### src/rtl/ebus_seq_pkg.sv
package ebus_seq_pkg;

    localparam int WAIT_W    = 6;
    localparam int HOLD_W    = 3;
    localparam int BUS_LANES = 4;
    localparam int DATA_W    = 8 * BUS_LANES;
    localparam int CFG_W     = HOLD_W + 4 + WAIT_W + 2;

    typedef enum logic [1:0] {
        BW_BYTE     = 2'b00,
        BW_HALF     = 2'b01,
        BW_WORD     = 2'b10,
        BW_WORD_ALT = 2'b11
    } bus_width_e;

    typedef struct packed {
        logic [HOLD_W-1:0] hold;
        logic              early_off;
        logic              wr_dly;
        logic              rd_dly;
        logic              cs_dly;
        logic [WAIT_W-1:0] wait_cnt;
        bus_width_e        width;
    } bank_cfg_t;

    typedef enum logic [1:0] {
        PH_IDLE = 2'b00,
        PH_WIN  = 2'b01,
        PH_HOLD = 2'b10
    } phase_e;

    function automatic logic [HOLD_W-1:0] extra_hold(logic [HOLD_W-1:0] h);
        return (h > HOLD_W'(1)) ? h - HOLD_W'(1) : '0;
    endfunction

    function automatic logic [BUS_LANES-1:0] lane_enables(bus_width_e w,
                                                          logic [1:0] sz,
                                                          logic [1:0] a);
        logic [BUS_LANES-1:0] m;
        case (w)
            BW_BYTE: m = 4'b0001;
            BW_HALF: m = (sz == 2'd0) ? (a[0] ? 4'b0010 : 4'b0001) : 4'b0011;
            default: begin
                case (sz)
                    2'd0:    m = 4'b0001 << a;
                    2'd1:    m = a[1] ? 4'b1100 : 4'b0011;
                    default: m = 4'b1111;
                endcase
            end
        endcase
        return m;
    endfunction

endpackage

### src/rtl/ebus_timing_ctl.sv
module ebus_timing_ctl
    import ebus_seq_pkg::*;
(
    input  logic              clk,
    input  logic              rst,
    input  logic              req,
    input  logic [WAIT_W-1:0] wait_q,
    input  logic [HOLD_W-1:0] hold_q,
    output logic              accept,
    output logic              busy,
    output logic              last_win,
    output logic              done,
    output logic [WAIT_W-1:0] tick
);

    phase_e            ph_q;
    logic [HOLD_W-1:0] h_q;

    assign accept   = (ph_q == PH_IDLE) && req;
    assign busy     = (ph_q != PH_IDLE);
    assign last_win = (ph_q == PH_WIN) && (tick == wait_q);

    always_ff @(posedge clk) begin
        if (rst) begin
            ph_q <= PH_IDLE;
            h_q  <= '0;
            tick <= '0;
            done <= 1'b0;
        end else begin
            done <= 1'b0;
            unique case (ph_q)
                PH_IDLE: begin
                    if (req) begin
                        ph_q <= PH_WIN;
                        tick <= '0;
                    end
                end
                PH_WIN: begin
                    if (tick == wait_q) begin
                        if (extra_hold(hold_q) != '0) begin
                            ph_q <= PH_HOLD;
                            h_q  <= extra_hold(hold_q);
                        end else begin
                            ph_q <= PH_IDLE;
                            done <= 1'b1;
                        end
                    end else begin
                        tick <= tick + 1'b1;
                    end
                end
                PH_HOLD: begin
                    h_q <= h_q - 1'b1;
                    if (h_q == HOLD_W'(1)) begin
                        ph_q <= PH_IDLE;
                        done <= 1'b1;
                    end
                end
                default: ph_q <= PH_IDLE;
            endcase
        end
    end

    AST_DONE_SINGLE: assert property (@(posedge clk) disable iff (rst)
        done |=> !done);
    AST_TICK_IN_WINDOW: assert property (@(posedge clk) disable iff (rst)
        busy |-> (tick <= wait_q));
    AST_HOLD_AT_END: assert property (@(posedge clk) disable iff (rst)
        (ph_q == PH_HOLD) |-> (tick == wait_q));

endmodule

### src/rtl/ebus_strobe_gen.sv
module ebus_strobe_gen
    import ebus_seq_pkg::*;
(
    input  logic              clk,
    input  logic              rst,
    input  logic              busy,
    input  logic              is_wr,
    input  logic [WAIT_W-1:0] tick,
    input  logic [WAIT_W-1:0] wait_cnt,
    input  logic              cs_dly,
    input  logic              rd_dly,
    input  logic              wr_dly,
    input  logic              early_off,
    output logic              cs_act,
    output logic              rd_strb,
    output logic              wr_strb,
    output logic              cfg_err
);

    logic [WAIT_W:0] t_ext, w_ext, cs_start, rd_start, wr_start, off_ext;
    logic            in_window;

    assign t_ext    = {1'b0, tick};
    assign w_ext    = {1'b0, wait_cnt};
    assign off_ext  = {{WAIT_W{1'b0}}, early_off};
    assign cs_start = {{WAIT_W{1'b0}}, cs_dly};
    assign rd_start = cs_start + {{WAIT_W{1'b0}}, rd_dly};
    assign wr_start = cs_start + {{WAIT_W{1'b0}}, wr_dly};

    assign in_window = (t_ext + off_ext) <= w_ext;

    assign cs_act  = busy && (t_ext >= cs_start);
    assign rd_strb = busy && !is_wr && (t_ext >= rd_start) && in_window;
    assign wr_strb = busy &&  is_wr && (t_ext >= wr_start) && in_window;
    assign cfg_err = busy && ((w_ext < wr_start + off_ext) ||
                              (w_ext < rd_start + off_ext));

    AST_STROBE_INSIDE_CS: assert property (@(posedge clk) disable iff (rst)
        (rd_strb || wr_strb) |-> cs_act);
    AST_ONE_STROBE_KIND: assert property (@(posedge clk) disable iff (rst)
        !(rd_strb && wr_strb));

endmodule

### src/rtl/ebus_lane_map.sv
module ebus_lane_map
    import ebus_seq_pkg::*;
(
    input  logic                 busy,
    input  logic                 wr_strb,
    input  bus_width_e           width,
    input  logic [1:0]           size,
    input  logic [1:0]           addr_lo,
    output logic [BUS_LANES-1:0] wbe_n
);

    logic                 narrow;
    logic [BUS_LANES-1:0] mask;

    assign narrow = (width == BW_BYTE) || (width == BW_HALF);
    assign mask   = lane_enables(width, size, addr_lo);

    for (genvar i = 0; i < BUS_LANES; i++) begin : g_lane
        if (i >= 2) begin : g_dual
            localparam int AB = BUS_LANES - 1 - i;
            assign wbe_n[i] = narrow ? (busy ? addr_lo[AB] : 1'b1)
                                     : !(wr_strb && mask[i]);
        end else begin : g_plain
            assign wbe_n[i] = !(wr_strb && mask[i]);
        end
    end

endmodule

### src/rtl/ebus_strobe_seq.sv
module ebus_strobe_seq
    import ebus_seq_pkg::*;
#(
    parameter int ADDR_W = 32
) (
    input  logic                 clk,
    input  logic                 rst,
    input  logic                 req,
    input  logic                 req_wr,
    input  logic [1:0]           req_size,
    input  logic [ADDR_W-1:0]    req_addr,
    input  logic [DATA_W-1:0]    req_wdata,
    input  logic [CFG_W-1:0]     req_cfg,
    input  logic [DATA_W-1:0]    bus_din,
    output logic                 bus_busy,
    output logic [ADDR_W-1:0]    bus_addr,
    output logic                 bus_cs_n,
    output logic                 bus_oe_n,
    output logic [BUS_LANES-1:0] bus_wbe_n,
    output logic                 bus_dout_en,
    output logic [DATA_W-1:0]    bus_dout,
    output logic [DATA_W-1:0]    rd_data,
    output logic                 bus_done,
    output logic                 cfg_err
);

    bank_cfg_t         cfg_q;
    logic [ADDR_W-1:0] addr_q;
    logic [DATA_W-1:0] wdata_q, rd_q;
    logic [1:0]        size_q;
    logic              wr_q;
    logic              accept, busy, last_win;
    logic [WAIT_W-1:0] tick;
    logic              cs_act, rd_strb, wr_strb;

    always_ff @(posedge clk) begin
        if (rst) begin
            cfg_q   <= '0;
            addr_q  <= '0;
            wdata_q <= '0;
            size_q  <= '0;
            wr_q    <= 1'b0;
            rd_q    <= '0;
        end else begin
            if (accept) begin
                cfg_q   <= bank_cfg_t'(req_cfg);
                addr_q  <= req_addr;
                wdata_q <= req_wdata;
                size_q  <= req_size;
                wr_q    <= req_wr;
            end
            if (last_win && !wr_q) begin
                rd_q <= bus_din;
            end
        end
    end

    ebus_timing_ctl u_ctl (
        .clk      (clk),
        .rst      (rst),
        .req      (req),
        .wait_q   (cfg_q.wait_cnt),
        .hold_q   (cfg_q.hold),
        .accept   (accept),
        .busy     (busy),
        .last_win (last_win),
        .done     (bus_done),
        .tick     (tick)
    );

    ebus_strobe_gen u_strobe (
        .clk       (clk),
        .rst       (rst),
        .busy      (busy),
        .is_wr     (wr_q),
        .tick      (tick),
        .wait_cnt  (cfg_q.wait_cnt),
        .cs_dly    (cfg_q.cs_dly),
        .rd_dly    (cfg_q.rd_dly),
        .wr_dly    (cfg_q.wr_dly),
        .early_off (cfg_q.early_off),
        .cs_act    (cs_act),
        .rd_strb   (rd_strb),
        .wr_strb   (wr_strb),
        .cfg_err   (cfg_err)
    );

    ebus_lane_map u_lanes (
        .busy    (busy),
        .wr_strb (wr_strb),
        .width   (cfg_q.width),
        .size    (size_q),
        .addr_lo (addr_q[1:0]),
        .wbe_n   (bus_wbe_n)
    );

    assign bus_busy    = busy;
    assign bus_addr    = addr_q;
    assign bus_cs_n    = !cs_act;
    assign bus_oe_n    = !rd_strb;
    assign bus_dout_en = busy && wr_q;
    assign bus_dout    = wdata_q;
    assign rd_data     = rd_q;

    logic wide_bus;
    assign wide_bus = (cfg_q.width == BW_WORD) || (cfg_q.width == BW_WORD_ALT);

    AST_ADDR_STEADY: assert property (@(posedge clk) disable iff (rst)
        bus_busy |=> (!bus_busy || $stable(bus_addr)));
    AST_HOLD_FREEZE: assert property (@(posedge clk) disable iff (rst)
        (bus_busy && tick == cfg_q.wait_cnt) |=>
        (!bus_busy || ($stable(bus_cs_n) && $stable(bus_oe_n) && $stable(bus_wbe_n))));
    AST_READ_NO_LANES: assert property (@(posedge clk) disable iff (rst)
        (bus_busy && !bus_dout_en && wide_bus) |-> (bus_wbe_n == '1));
    AST_DRIVE_NOT_READ: assert property (@(posedge clk) disable iff (rst)
        !(bus_dout_en && !bus_oe_n));
    AST_ERR_ONLY_BUSY: assert property (@(posedge clk) disable iff (rst)
        cfg_err |-> bus_busy);
    AST_CS_IDLE_HIGH: assert property (@(posedge clk) disable iff (rst)
        !bus_busy |-> (bus_cs_n && bus_oe_n));

endmodule

### config.mk
export PLATFORM = sky130hd
export DESIGN_NAME = ebus_strobe_seq
export DESIGN_NICKNAME = d
export VERILOG_FILES = /design/src/rtl/ebus_seq_pkg.sv /design/src/rtl/ebus_timing_ctl.sv /design/src/rtl/ebus_strobe_gen.sv /design/src/rtl/ebus_lane_map.sv /design/src/rtl/ebus_strobe_seq.sv
export SDC_FILE = /design/constraint.sdc
export NUM_CORES = 1
export LEC_CHECK = 0
export BUFFER_PORTS_ARGS = -buffer_cell sky130_fd_sc_hd__buf_2
export CORE_MARGIN = 4
export CORE_UTILIZATION = 50
export CTS_BUF_LIST = sky130_fd_sc_hd__clkbuf_2
export DETAILED_ROUTE_END_ITERATION = 16
export GPL_TIMING_DRIVEN = 0
export PLACE_DENSITY_LB_ADDON = 0.1
export SETUP_SLACK_MARGIN = 0.5
export SLEW_MARGIN = 5
export SYNTH_ARGS = -nofsm -noshare
export SYNTH_HDL_FRONTEND = slang
export SYNTH_SLANG_ARGS = --single-unit
### constraint.sdc
create_clock -name clk -period 2.45 [get_ports clk]
set_clock_uncertainty 0.05 [all_clocks]
set_input_delay 0.1225 -clock clk [delete_from_list [all_inputs] [get_ports clk]]
set_output_delay 0.1225 -clock clk [all_outputs]
set_load 0.05 [all_outputs]
; ---- Yosys cells after proc, flatten, opt, wreduce, memory -nomap -nowiden
; Index checks and enable logic that the tools add are counted.
[totals]
elab_cells = 102
reg_bits = 126
output_inout_bits = 106
in_bits = 117
[op_classes]
n_lt_le_gt_ge = 7
n_shift = 1
muxes = 25
add_sub_neg = 8
eq_ne = 11
n_reduce_logical = 34
[ops]
columns = cell, n
row1 = case mux 4 bit (2 select lines), 2
row2 = logical AND 1 bit, 15
row3 = adder 7 x 1 -> 7 bit, 2
row4 = >= comparator 6 x 7 -> 1 bit, 2
row5 = < comparator 6 x 7 -> 1 bit, 2
row6 = two-way mux 6 bit, 2
row7 = case mux 6 bit (2 select lines), 1
row8 = two-way mux 2 bit, 5
row9 = two-way mux 3 bit, 3
row10 = AND reduction 3 bit, 3
row11 = two-way mux 4 bit, 2
row12 = "inequality test 2 bit, second input constant", 4
row13 = adder 6 x 1 -> 7 bit, 1
row14 = less-or-equal comparator 7 x 6 -> 1 bit, 1
row15 = zero test 1 bit, 7
row16 = two-way mux 1 bit, 7
row17 = "adder 6 x 1 -> 6 bit, second input constant", 1
row18 = "== test 2 x 1 -> 1 bit, second input constant", 3
row19 = == test 6 bit, 1
row20 = >= comparator 6 x 1 -> 1 bit, 1
row21 = zero test 2 bit, 3
row22 = case mux 2 bit (3 select lines), 1
row23 = case mux 3 bit (2 select lines), 1
row24 = nonzero test 2 bit, 3
row25 = other kinds (10), 13

; ---- Depth between registers and ports, before layout
; Gate-level depths: netlist of run 1.
[logic_depth]
depth_word = 7
depth_mapped = 10
mapped_depth_nobuf = 10

; ---- Modules after synthesis
; Synthesis of run 1 repeated with hierarchy kept, for this count alone.
[unflattened]
hier_cells = 602
hier_area_um2 = 6104.6
[by_module_without_submodules]
columns = mod, seq_area_each_um2, instances, cells_per_inst, area_per_inst_um2
row1 = ebus_strobe_seq, 2282.2, 1, 412, 4465.5
row2 = ebus_timing_ctl, 240.2, 1, 101, 898.4
row3 = ebus_strobe_gen, 0.0, 1, 76, 630.6
row4 = ebus_lane_map, 0.0, 1, 13, 110.1

; ---- Worst setup path before layout of run 1
; Ideal clock, no wire load.
[synth_timing]
path_kind = reg-to-output
startpoint = register cfg_q[11] in the netlist's numbering
endpoint = output port bus_wbe_n[2]
path_buffers = 0
required_time_ps = 2277
path_slack_ps = -267
arrival_ps = 2545
stages_incl_launch_ff = 11
path_cell_list = dfxtp_1 > ha_1 > nand3_1 > or2_2 > xnor2_1 > ha_1 > nand2_1 > nor2_1 > a21oi_1 > nand2_1 > a21oi_1
[synth_between]
elab_chain_len = 6
[synth_rtl]
columns = item, line_no
row1 = from (decl), ebus_strobe_seq.sv:27  ; bank_cfg_t cfg_q;
row2 = from (signal assigned), ebus_strobe_seq.sv:46  ; cfg_q <= bank_cfg_t'(req_cfg);
row3 = adder 6 x 1 -> 7 bit, ebus_strobe_gen.sv:30  ; assign in_window = (t_ext + off_ext) <= w_ext;
row4 = less-or-equal comparator 7 x 6 -> 1 bit, ebus_strobe_gen.sv:30
row5 = logical AND 1 bit, ebus_strobe_gen.sv:34  ; assign wr_strb = busy && is_wr && (t_ext >= wr_start) && in_window;
row6 = logical AND 1 bit, ebus_lane_map.sv:22  ; : !(wr_strb && mask[i]);
row7 = zero test 1 bit, ebus_lane_map.sv:22
row8 = two-way mux 1 bit, ebus_lane_map.sv:21  ; assign wbe_n[i] = narrow ? (busy ? addr_lo[AB] : 1'b1)
row9 = to (decl), ebus_strobe_seq.sv:19  ; output logic [BUS_LANES-1:0] bus_wbe_n,
; Every way passes these cells.

; ---- Worst setup path after layout of run 1
[layout_timing]
startpoint = register u_ctl.tick[4]
endpoint = output port bus_wbe_n[0]
[layout_between]
elab_chain_len = 5
elab_cells_between_ends = 7
classes_between = 1 x add/sub / 2 x order compare / 4 x reduce/logical
[layout_rtl]
columns = item, line_no
row1 = from (decl), ebus_timing_ctl.sv:13  ; output logic [WAIT_W-1:0] tick
row2 = from (signal assigned), ebus_timing_ctl.sv:48  ; tick <= tick + 1'b1;
row3 = adder 6 x 1 -> 7 bit / >= comparator 6 x 7 -> 1 bit (equally long branches), "ebus_strobe_gen.sv:30, ebus_strobe_gen.sv:34"
row4 = less-or-equal comparator 7 x 6 -> 1 bit / logical AND 1 bit (equally long branches), "ebus_strobe_gen.sv:30, ebus_strobe_gen.sv:34"
row5 = logical AND 1 bit *, ebus_strobe_gen.sv:34
row6 = logical AND 1 bit *, ebus_lane_map.sv:24  ; assign wbe_n[i] = !(wr_strb && mask[i]);
row7 = zero test 1 bit *, ebus_lane_map.sv:24
; Every way passes the cells marked *; elsewhere a longest branch is shown, timed or not.

==> run_results.csv, run 1 <==
group,metric,value,unit
route,finalWirelength,22800,um
cells_and_area,ff_latch_area,2550,um2
min_path,holdPathStages,4,
route,first_pass_iters,7,
global_route,grt_pass1_vias,6553,
route,wl_per_cell,18.5,um
synthesis,yosysMostFrequentCell,"nand2_1",
synthesis,ys_types,46,
synthesis,synth-seq-cells,126,
critical_path,worst-path-max-fanout,7,
power_and_ir_drop,leakage,4.12,nW
cts,cts_buffers,17,
cts,cts_tree,"done",
min_path,min_path_type,"in -> reg",
cells_and_area,post-route-util,0.884,
timing,worst_slew_pin_slew,736,ps
synthesis,synth_edf_count,0,
synthesis,netlist_top_cells_area,"dfxtp_1 46%, nand2_1 16%, a21oi_1 12%",
cts,cts_sinks,126,
critical_path,r2r-start,"u_ctl.tick[0]",
critical_path,worstPathArrival,2770,ps
cells_and_area,fillers,450,
floorplan,ioPinCount,223,
timing,fmax,339,MHz
critical_path,rr_worst_depth,10,
synthesis,ys_seq_area_frac,0.460,
synthesis,async_reset_ff_frac,0,
timing,layout_min_cycle_time,2950,ps
power_and_ir_drop,fin_total_pwr,5.97,mW
route,viasPerCell,5.52,
cts,clock_latency,710,ps
job,drv_cap,0,
cells_and_area,syn_to_final_growth,69.5,%
power_and_ir_drop,power_density,643,nW/um2
synthesis,synth_nets,852,
critical_path,cpPeakStageDelay,400,ps
critical_path,crit_path_top_delay_cell,"dfxtp_1",
route,vias,6809,
timing,hold_viol,0,
timing,tns,-2910,ps
global_route,grt_pass1_wl,30600,um
critical_path,cp-end-kind,"output port",
cells_and_area,multi_input_area,3270,um2
floorplan,die_w,113,um
floorplan,coreArea,10500,um2
power_and_ir_drop,ir_worst_vdd,509,uV
global_route,grt_overflow,0,
critical_path,critPathRequiredTime,2280,ps
timing,rsz0062_at_grt,"true",
cells_and_area,layout.cells.non_filler,1234,
status,status,"finished with violations",
synthesis,synth_area_leader_cell,"dfxtp_1",
status,violations,"setup timing",
synthesis,synth_common_cells,"241 x nand2_1, 132 x a21oi_1, 126 x dfxtp_1",
cells_and_area,nets,1234,
place,io_buffer_count,221,
route,drt_iter0_markers,595,
cts,htree_levels,4,
synthesis,synthCells,702,
route,drc,0,
timing,slew_headroom,0.509,
cts,path_clk_slew,240,ps
synthesis,avgSynthCellArea,7.81,um2
critical_path,cp_cell_sequence,"buf_4, nand3_2, or2_4, xnor2_4, ha_4, a21oi_4, nand3_2, nand2_4, o211ai_1, buf_4",
floorplan,initial_core_util,0.522,
floorplan,dieArea,12700,um2
cts,cts-root-buf,"clkbuf_2",
place,dp.cells,1059,
critical_path,worstSetupPathType,"reg -> out",
timing,setup_slack,-497,ps
global_route,grt_max_degree,17,
place,dpl.hpwl,12000,um
global_route,track_usage,0.297,
synthesis,synth_top_area_frac,0.460,
floorplan,rows,37,
place,gp_congestion,0.841,
route,ant_nets,0,
critical_path,reg2reg_slack,-60,ps
timing,drv_slew,0,
floorplan,fp.dieH,113,um
synthesis,ys.flop_type,"dfxtp_1",
cts,clk_path_buf_depth,2,
min_path,hold_path_end,"bus_addr[26]",
global_route,antenna_found_initial,1,
timing,final.period_utilization,1.20,
synthesis,yosys_warnings,0,
critical_path,cp-start-kind,"flop",
min_path,min_from,"req_addr[26]",
synthesis,syn_area,5480,um2
critical_path,timing.rr.end,"rd_data[23]",
timing,setup_viol,21,
cells_and_area,drive_gt1_frac,0.389,
## power by group
group / total, mW / internal, mW / switching [mW]
Clock: 1.48 / 0.584 / 0.894
Sequential: 2.34 / 2.21 / 0.134
Combinational: 2.15 / 0.803 / 1.35
Total: 5.97 / 3.60 / 2.37
## worst max-delay path: cells and delay by family, from the launching register on
kind | cells | cell delay, ps
compound gates | 2 | 300
fa+ha+maj | 1 | 230
simple gates | 4 | 610
buf+inv | 2 | 380
flops | 1 | 400
xor+xnor | 1 | 150
## stage by stage
stage | hold slack [ps] | setup slack [ps] | cell area, um2
after floorplan | 198 | 192 | 5570
after global placement | 310 | 125 | 6840
after detailed placement | 317 | 50.2 | 6840
after CTS | 101 | -450 | 8610
after global routing | 78.6 | -631 | 9290
final | 123 | -497 | 9290
## worst max-delay path by stage
stage / startpoint / endpoint / cells past startpoint
finish: u_ctl.tick[4] / bus_wbe_n[0] / 10
global placement: u_ctl.tick[2] / bus_wbe_n[0] / 11
floorplan: cfg_q[11] / bus_wbe_n[0] / 10
global route: u_ctl.tick[4] / bus_wbe_n[0] / 10
CTS: u_ctl.tick[0] / bus_wbe_n[0] / 11
detailed placement: cfg_q[8] / bus_wbe_n[3] / 8
## layout make-up
type                    count  share of cell area
multi-input cells         505               0.352
repair buffers            363               0.281
plain buffers              45              0.0335
diodes                      1            0.000269
well taps                 136              0.0183
inverters                  26              0.0113
clock inverters            15              0.0197
clock buffers              17             0.00916
flip-flops and latches    126               0.274
## repair_timing
| item | CTS | global route |
|---|---|---|
| gates cloned | 0 | 3 |
| gates resized for setup | 86 | 136 |
| pin swaps | 14 | 44 |
| endpoints found under the setup margin | 131 | 112 |
| hold buffers | 116 | 0 |
| endpoints found under the hold margin | 124 | 0 |
| setup buffers | 6 | 17 |
## metal layers
layer / share of wire / up-vias / global-route usage
li1: - / 3094 / -
met3: 0.092 / 117 / 0.0872
met1: 0.35 / 3169 / 0.318
met5: 0 / - / 0
met2: 0.51 / 429 / 0.532
met4: 0.049 / 0 / 0.141
## logic make-up (layout without fill, tap and decap cells)
| kind of cell | after synthesis | after routing | synth area share |
|---|---|---|---|
| xor+xnor | 11 | 11 | 0.0176 |
| mux | 2 | 2 | 0.00365 |
| other cells | 0 | 1 | 0 |
| compound gates | 163 | 163 | 0.163 |
| simple gates | 296 | 296 | 0.224 |
| buf+inv | 71 | 466 | 0.0539 |
| fa+ha+maj | 33 | 33 | 0.0780 |
| flops | 126 | 126 | 0.460 |
## registers in the layout, summed over array words and instances (netlist names)
| register | cells |
|---|---|
| u_ctl.h_q | 3 |
| bus_addr | 32 |
| rd_data | 32 |
| cfg_q | 15 |
| size_q | 2 |
| u_ctl.tick | 6 |
| u_ctl.done | 1 |
| bus_dout | 32 |
| u_ctl.ph_q | 2 |
| wr_q | 1 |
## placed cells by master (no fill, tap or decap), drive strengths merged, types with 4 or more instances in the layout
master       instances
nor2                14
ha                  31
nand3                7
nand2              241
o21ai                7
dlygate4sd3        116
or4                  6
nor4                 4
dfxtp              126
xor2                 8
inv                 32
a21oi              132
nand2b               7
buf                263
clkbuf              46
No activity file was read; power rests on OpenSTA's default activity.
==> inputs of run 2 (changes only) <==
--- a/config.mk
+++ b/config.mk
@@ -6,6 +6,7 @@
 export NUM_CORES = 1
 export LEC_CHECK = 0
 export BUFFER_PORTS_ARGS = -buffer_cell sky130_fd_sc_hd__buf_2
+export CORE_ASPECT_RATIO = 1.4
 export CORE_MARGIN = 4
 export CORE_UTILIZATION = 50
 export CTS_BUF_LIST = sky130_fd_sc_hd__clkbuf_2
==> run 2 against run 1 <==
  * Flip-flop and latch count is the same
  * Combinational power about the same
  * Utilization decreased by 2.5 points
  * The run still ends with setup timing left
  * Largest power group unchanged
==> run_results.csv, run 2 (same netlist as run 1, synthesis figures left out) <==
group,metric,value,unit
status,status,"finished with violations",
status,violations,"setup timing",
power_and_ir_drop,p_clk_frac,0.234,
route,drt_iter0_markers,324,
global_route,grt_pass1_wl,31400,um
cts,cts_sinks,126,
cells_and_area,drive_gt1_frac,0.397,
power_and_ir_drop,seqPwrFrac,0.400,
timing,slew_headroom,0.506,
place,io_buffer_count,221,
cells_and_area,nets,1233,
route,finalWirelength,21600,um
power_and_ir_drop,leakage,4.12,nW
critical_path,cp-end-kind,"output port",
cts,clock_latency,690,ps
cts,cts_buffers,17,
power_and_ir_drop,ir_worst_vdd,493,uV
floorplan,die_w,96.5,um
critical_path,cp_cell_sequence,"ha_4, nand3_2, or2_4, xnor2_2, ha_1, a21oi_2, nand3_2, nand2_4, nand3_1, buf_6",
place,dp.cells,1064,
place,dpl.hpwl,11800,um
critical_path,critPathRequiredTime,2280,ps
power_and_ir_drop,pwr-share-comb,0.365,
timing,hold_viol,0,
cells_and_area,layout_commonest_cell,"buf_2",
critical_path,worst-path-max-fanout,5,
cts,cts-root-buf,"clkbuf_2",
global_route,antenna_found_initial,1,
power_and_ir_drop,cell_internal_pwr,3.51,mW
timing,final.period_utilization,1.21,
cells_and_area,syn_to_final_growth,69.4,%
timing,setup_viol,6,
floorplan,initial_core_util,0.507,
route,drc,0,
route,wl_per_cell,17.4,um
critical_path,crit_path_top_delay_cell,"dfxtp_4",
critical_path,crit_buf_inv,1,
job,drv_cap,0,
cts,path_clk_slew,240,ps
floorplan,ioPinCount,223,
critical_path,worstSetupPathType,"reg -> out",
min_path,min_path_type,"in -> reg",
route,viasPerCell,5.39,
cts,htree_levels,4,
floorplan,dieArea,12700,um2
critical_path,crit_family,"simple AND/OR/NAND/NOR gates",
floorplan,fp.dieH,132,um
timing,fmax,338,MHz
timing,worst_slew_pin_slew,741,ps
route,vias,6679,
power_and_ir_drop,switching_share,0.401,
timing,layout_min_cycle_time,2960,ps
place,pre_cts_ws,89.1,ps
timing,setup_slack,-507,ps
critical_path,cp_common_cell,"nand3_2",
global_route,track_usage,0.311,
critical_path,cpPeakStageDelay,420,ps
place,postPlaceCellArea,6850,um2
cts,cts_tree,"done",
timing,rsz0062_at_grt,"true",
route,ant_nets,0,
timing,drv_slew,0,
cells_and_area,layout.cells.non_filler,1239,
cts,clk_path_buf_depth,2,
power_and_ir_drop,switchingPower,2.35,mW
critical_path,worstPathArrival,2780,ps
global_route,grt_max_degree,17,
route,first_pass_iters,5,
critical_path,cp-start-kind,"flop",
floorplan,coreArea,10800,um2
floorplan,rows,45,
global_route,grt_overflow,0,
cells_and_area,finalInstanceArea,9290,um2
place,gp_congestion,0.901,
power_and_ir_drop,power_density,631,nW/um2
cells_and_area,fillers,588,
global_route,grt_pass1_vias,6779,
timing,tns,-2740,ps
cells_and_area,layout_common_cells,"220 x buf_2, 205 x nand2_1, 116 x dfxtp_1, 116 x dlygate4sd3_1, 92 x a21oi_1",
[run 2: tightest hold or removal path, delay by kind of cell]
family	cells	cell delay [ps]
simple gates	1	70
compound gates	1	50
buf+inv	2	650
[run 2: through the flow]
stage | power [mW] | hold WS [ps] | util
after CTS | 5.57 | 103 | 0.816
final | 5.87 | 135 | 0.859
after global routing | 6.10 | 81.1 | 0.859
after floorplan | 3.46 | 198 | -
after global placement | 3.84 | 310 | 0.634
after detailed placement | 3.89 | 315 | 0.634
[run 2: power groups by stage]
stage	Combinational, mW	Clock, mW	Sequential (mW)
2_1_floorplan	0.689	0	2.77
3_3_place_gp	1.49	0	2.35
3_5_place_dp	1.53	0	2.36
4_1_cts	1.89	1.36	2.32
5_1_grt	2.28	1.46	2.36
6_report	2.14	1.37	2.35
[run 2: worst paths after layout]
path,depth (start not counted),slack [ps],endpoint,start
worst max-delay path,10,-510,bus_wbe_n[1],u_ctl.tick[0]
worst min-delay path,4,140,rd_data[27],bus_din[27]
worst max register to register,8,40,rd_data[6],u_ctl.tick[0]
worst min register to register,2,420,bus_dout[7],bus_dout[7]
[run 2: final cells by class]
| type | instances | area [um2] | area share |
|---|---|---|---|
| Tap cell | 141 | 176 | 0.0190 |
| Timing Repair Buffer | 362 | 2580 | 0.278 |
| Clock buffer | 18 | 90.1 | 0.00970 |
| Buffer | 45 | 315 | 0.0339 |
| Sequential cell | 126 | 2540 | 0.274 |
| Clock inverter | 14 | 160 | 0.0172 |
| Multi-Input combinational cell | 505 | 3310 | 0.357 |
| Antenna cell | 2 | 5.00 | 0.000539 |
| Inverter | 26 | 100 | 0.0108 |
[run 2: timing repair]
action / 4_1_cts / 5_1_grt
hold buffers: 116 / 0
endpoints found under the hold margin: 123 / 0
buffers inserted: 10 / 15
pin swaps: 11 / 20
resized for setup: 149 / 87
setup endpoints to repair: 131 / 112
[run 2: per-layer routing]
layer | GRT usage | vias up | wire length [um]
met3 | 0.0760 | 113 | 1490
met4 | 0.169 | 0 | 1260
li1 | - | 3093 | -
met5 | 0 | - | 0
met2 | 0.558 | 356 | 11300
met1 | 0.320 | 3117 | 7570
==> inputs of run 3 (changes only) <==
--- a/config.mk
+++ b/config.mk
@@ -12,7 +12,7 @@
 export CTS_BUF_LIST = sky130_fd_sc_hd__clkbuf_2
 export DETAILED_ROUTE_END_ITERATION = 16
 export GPL_TIMING_DRIVEN = 0
-export PLACE_DENSITY_LB_ADDON = 0.1
+export PLACE_DENSITY = 0.82
 export SETUP_SLACK_MARGIN = 0.5
 export SLEW_MARGIN = 5
 export SYNTH_ARGS = -nofsm -noshare
==> run 3 against run 2 <==
  * The flow still finishes with violations (setup timing)
  * Power increased by 2.8%
  * Wire length grew 28%
  * Combinational power increased by 7%
  * Critical path type unchanged
==> run_results.csv, run 3 (same netlist as run 1, synthesis figures left out) <==
group,metric,value,unit
cells_and_area,nets,1231,
critical_path,crit_family,"simple AND/OR/NAND/NOR gates",
power_and_ir_drop,power_density,649,nW/um2
timing,slew_headroom,0.500,
power_and_ir_drop,leakage,4.13,nW
status,violations,"setup timing",
global_route,antenna_found_initial,1,
critical_path,worst-path-stages,10,
timing,fmax,322,MHz
cts,cts_buffers,17,
place,gp_congestion,0.846,
route,ant_nets,0,
cts,path_clk_slew,240,ps
floorplan,dieArea,12700,um2
critical_path,worstSetupPathType,"reg -> out",
timing,rsz0062_at_grt,"true",
route,first_pass_iters,6,
cts,htree_levels,4,
critical_path,cp_common_cell,"nand3_2",
critical_path,worstPathArrival,2930,ps
critical_path,worst-path-max-fanout,5,
floorplan,rows,45,
job,drv_cap,0,
critical_path,cpPeakStageDelay,430,ps
route,wl_per_cell,22.3,um
floorplan,coreArea,10800,um2
floorplan,ioPinCount,223,
min_path,holdPathStages,4,
power_and_ir_drop,ir_worst_vdd,697,uV
min_path,min_path_type,"in -> reg",
route,finalWirelength,27600,um
timing,layout_min_cycle_time,3100,ps
cts,clk_path_buf_depth,2,
timing,drv_slew,0,
critical_path,cp_cell_sequence,"ha_4, nand3_2, or2_4, xnor2_2, ha_1, a21oi_2, nand3_2, nand2_4, o211ai_1, buf_4",
timing,hold_viol,0,
cts,cts_sinks,126,
place,dp.cells,1064,
route,drc,0,
timing,setup_slack,-651,ps
status,status,"finished with violations",
critical_path,rr_worst_depth,10,
critical_path,cp-start-kind,"flop",
place,io_buffer_count,221,
critical_path,critPathRequiredTime,2280,ps
cells_and_area,layout.cells.non_filler,1236,
route,drt_iter0_markers,772,
global_route,grt_max_degree,17,
global_route,grt_pass1_vias,7326,
timing,tns,-4430,ps
global_route,track_usage,0.356,
cells_and_area,layout_commonest_cell,"buf_2",
floorplan,fp.dieH,132,um
floorplan,die_w,96.5,um
cells_and_area,drive_gt1_frac,0.395,
timing,worst_slew_pin_slew,751,ps
cells_and_area,layout_common_cells,"222 x buf_2, 205 x nand2_1, 116 x dlygate4sd3_1",
critical_path,cp-end-kind,"output port",
route,vias,7544,
timing,final.period_utilization,1.27,
cts,cts-root-buf,"clkbuf_2",
power_and_ir_drop,fin_total_pwr,6.03,mW
cells_and_area,syn_to_final_growth,69.5,%
place,dpl.hpwl,11500,um
global_route,grt_pass1_wl,35300,um
critical_path,crit_buf_inv,1,
timing,setup_viol,33,
cts,cts_tree,"done",
floorplan,initial_core_util,0.507,
critical_path,crit_path_top_delay_cell,"dfxtp_4",
cells_and_area,post-route-util,0.860,
cts,clock_latency,720,ps
global_route,grt_overflow,0,
route,viasPerCell,6.10,
[run 3: changes by cell type in the layout (fill, tap and decap cells not counted), moves of 3 or more]
cell       before  now
nand2_2         2    8
nand2_4        34   28
a21oi_1        92   95
a21oi_2        38   35
buf_4          15   12
buf_8           9    6
clkbuf_16       0    3
clkbuf_4        2    5
[run 3: path summary, 6_finish.rpt]
check                     start           end  slack, ps
hold reg to reg      rd_data[2]    rd_data[2]        420
setup / recovery      cfg_q[11]  bus_wbe_n[0]       -650
setup reg to reg  u_ctl.tick[0]   rd_data[19]        -80
hold / removal    req_wdata[23]  bus_dout[23]        100
[run 3: metrics by stage]
stage	area, um2	worst slack, ps	hold slack (ps)
2_1_floorplan	5570	192	198
3_3_place_gp	6850	120	308
6_report	9290	-651	104
3_5_place_dp	6850	58.2	318
5_1_grt	9290	-743	119
4_1_cts	8820	-491	92.3
[run 3: tightest hold or removal path: stages]
cell and delay [ps]:
dlygate4sd3_1 530, buf_2 120, nand2_1 60, a21oi_1 60
[run 3: layout make-up]
class	instances	area, um2
multi-input combinational	505	3280
timing repair buffer	360	2610
sequential	126	2550
fill	474	1520
buffer	45	325
tap	141	176
clock inverter	12	136
inverter	26	110
clock buffer	20	100
antenna	1	2.50
[run 3: repair_timing]
item                                    CTS  global route
endpoints found under the setup margin  131           131
resized for setup                       152            89
pin swaps                                16            37
buffers inserted                         10            10
endpoints found under the hold margin   123             0
hold buffers                            116             0
gates cloned                              0             3
[run 3: metal layers]
metal	vias to the layer above	wire length (um)	global-route usage	part of all wire
li1	3083	-	-	-
met1	3415	8760	0.362	0.32
met2	768	13100	0.601	0.47
met3	278	3210	0.108	0.12
met4	0	2560	0.249	0.093
met5	-	0	0	0
[run 3: report_power, final]
group	switching [mW]	leakage [nW]	internal [mW]
Combinational	1.45	2.95	0.835
Sequential	0.159	1.04	2.21
Clock	0.883	0.143	0.489
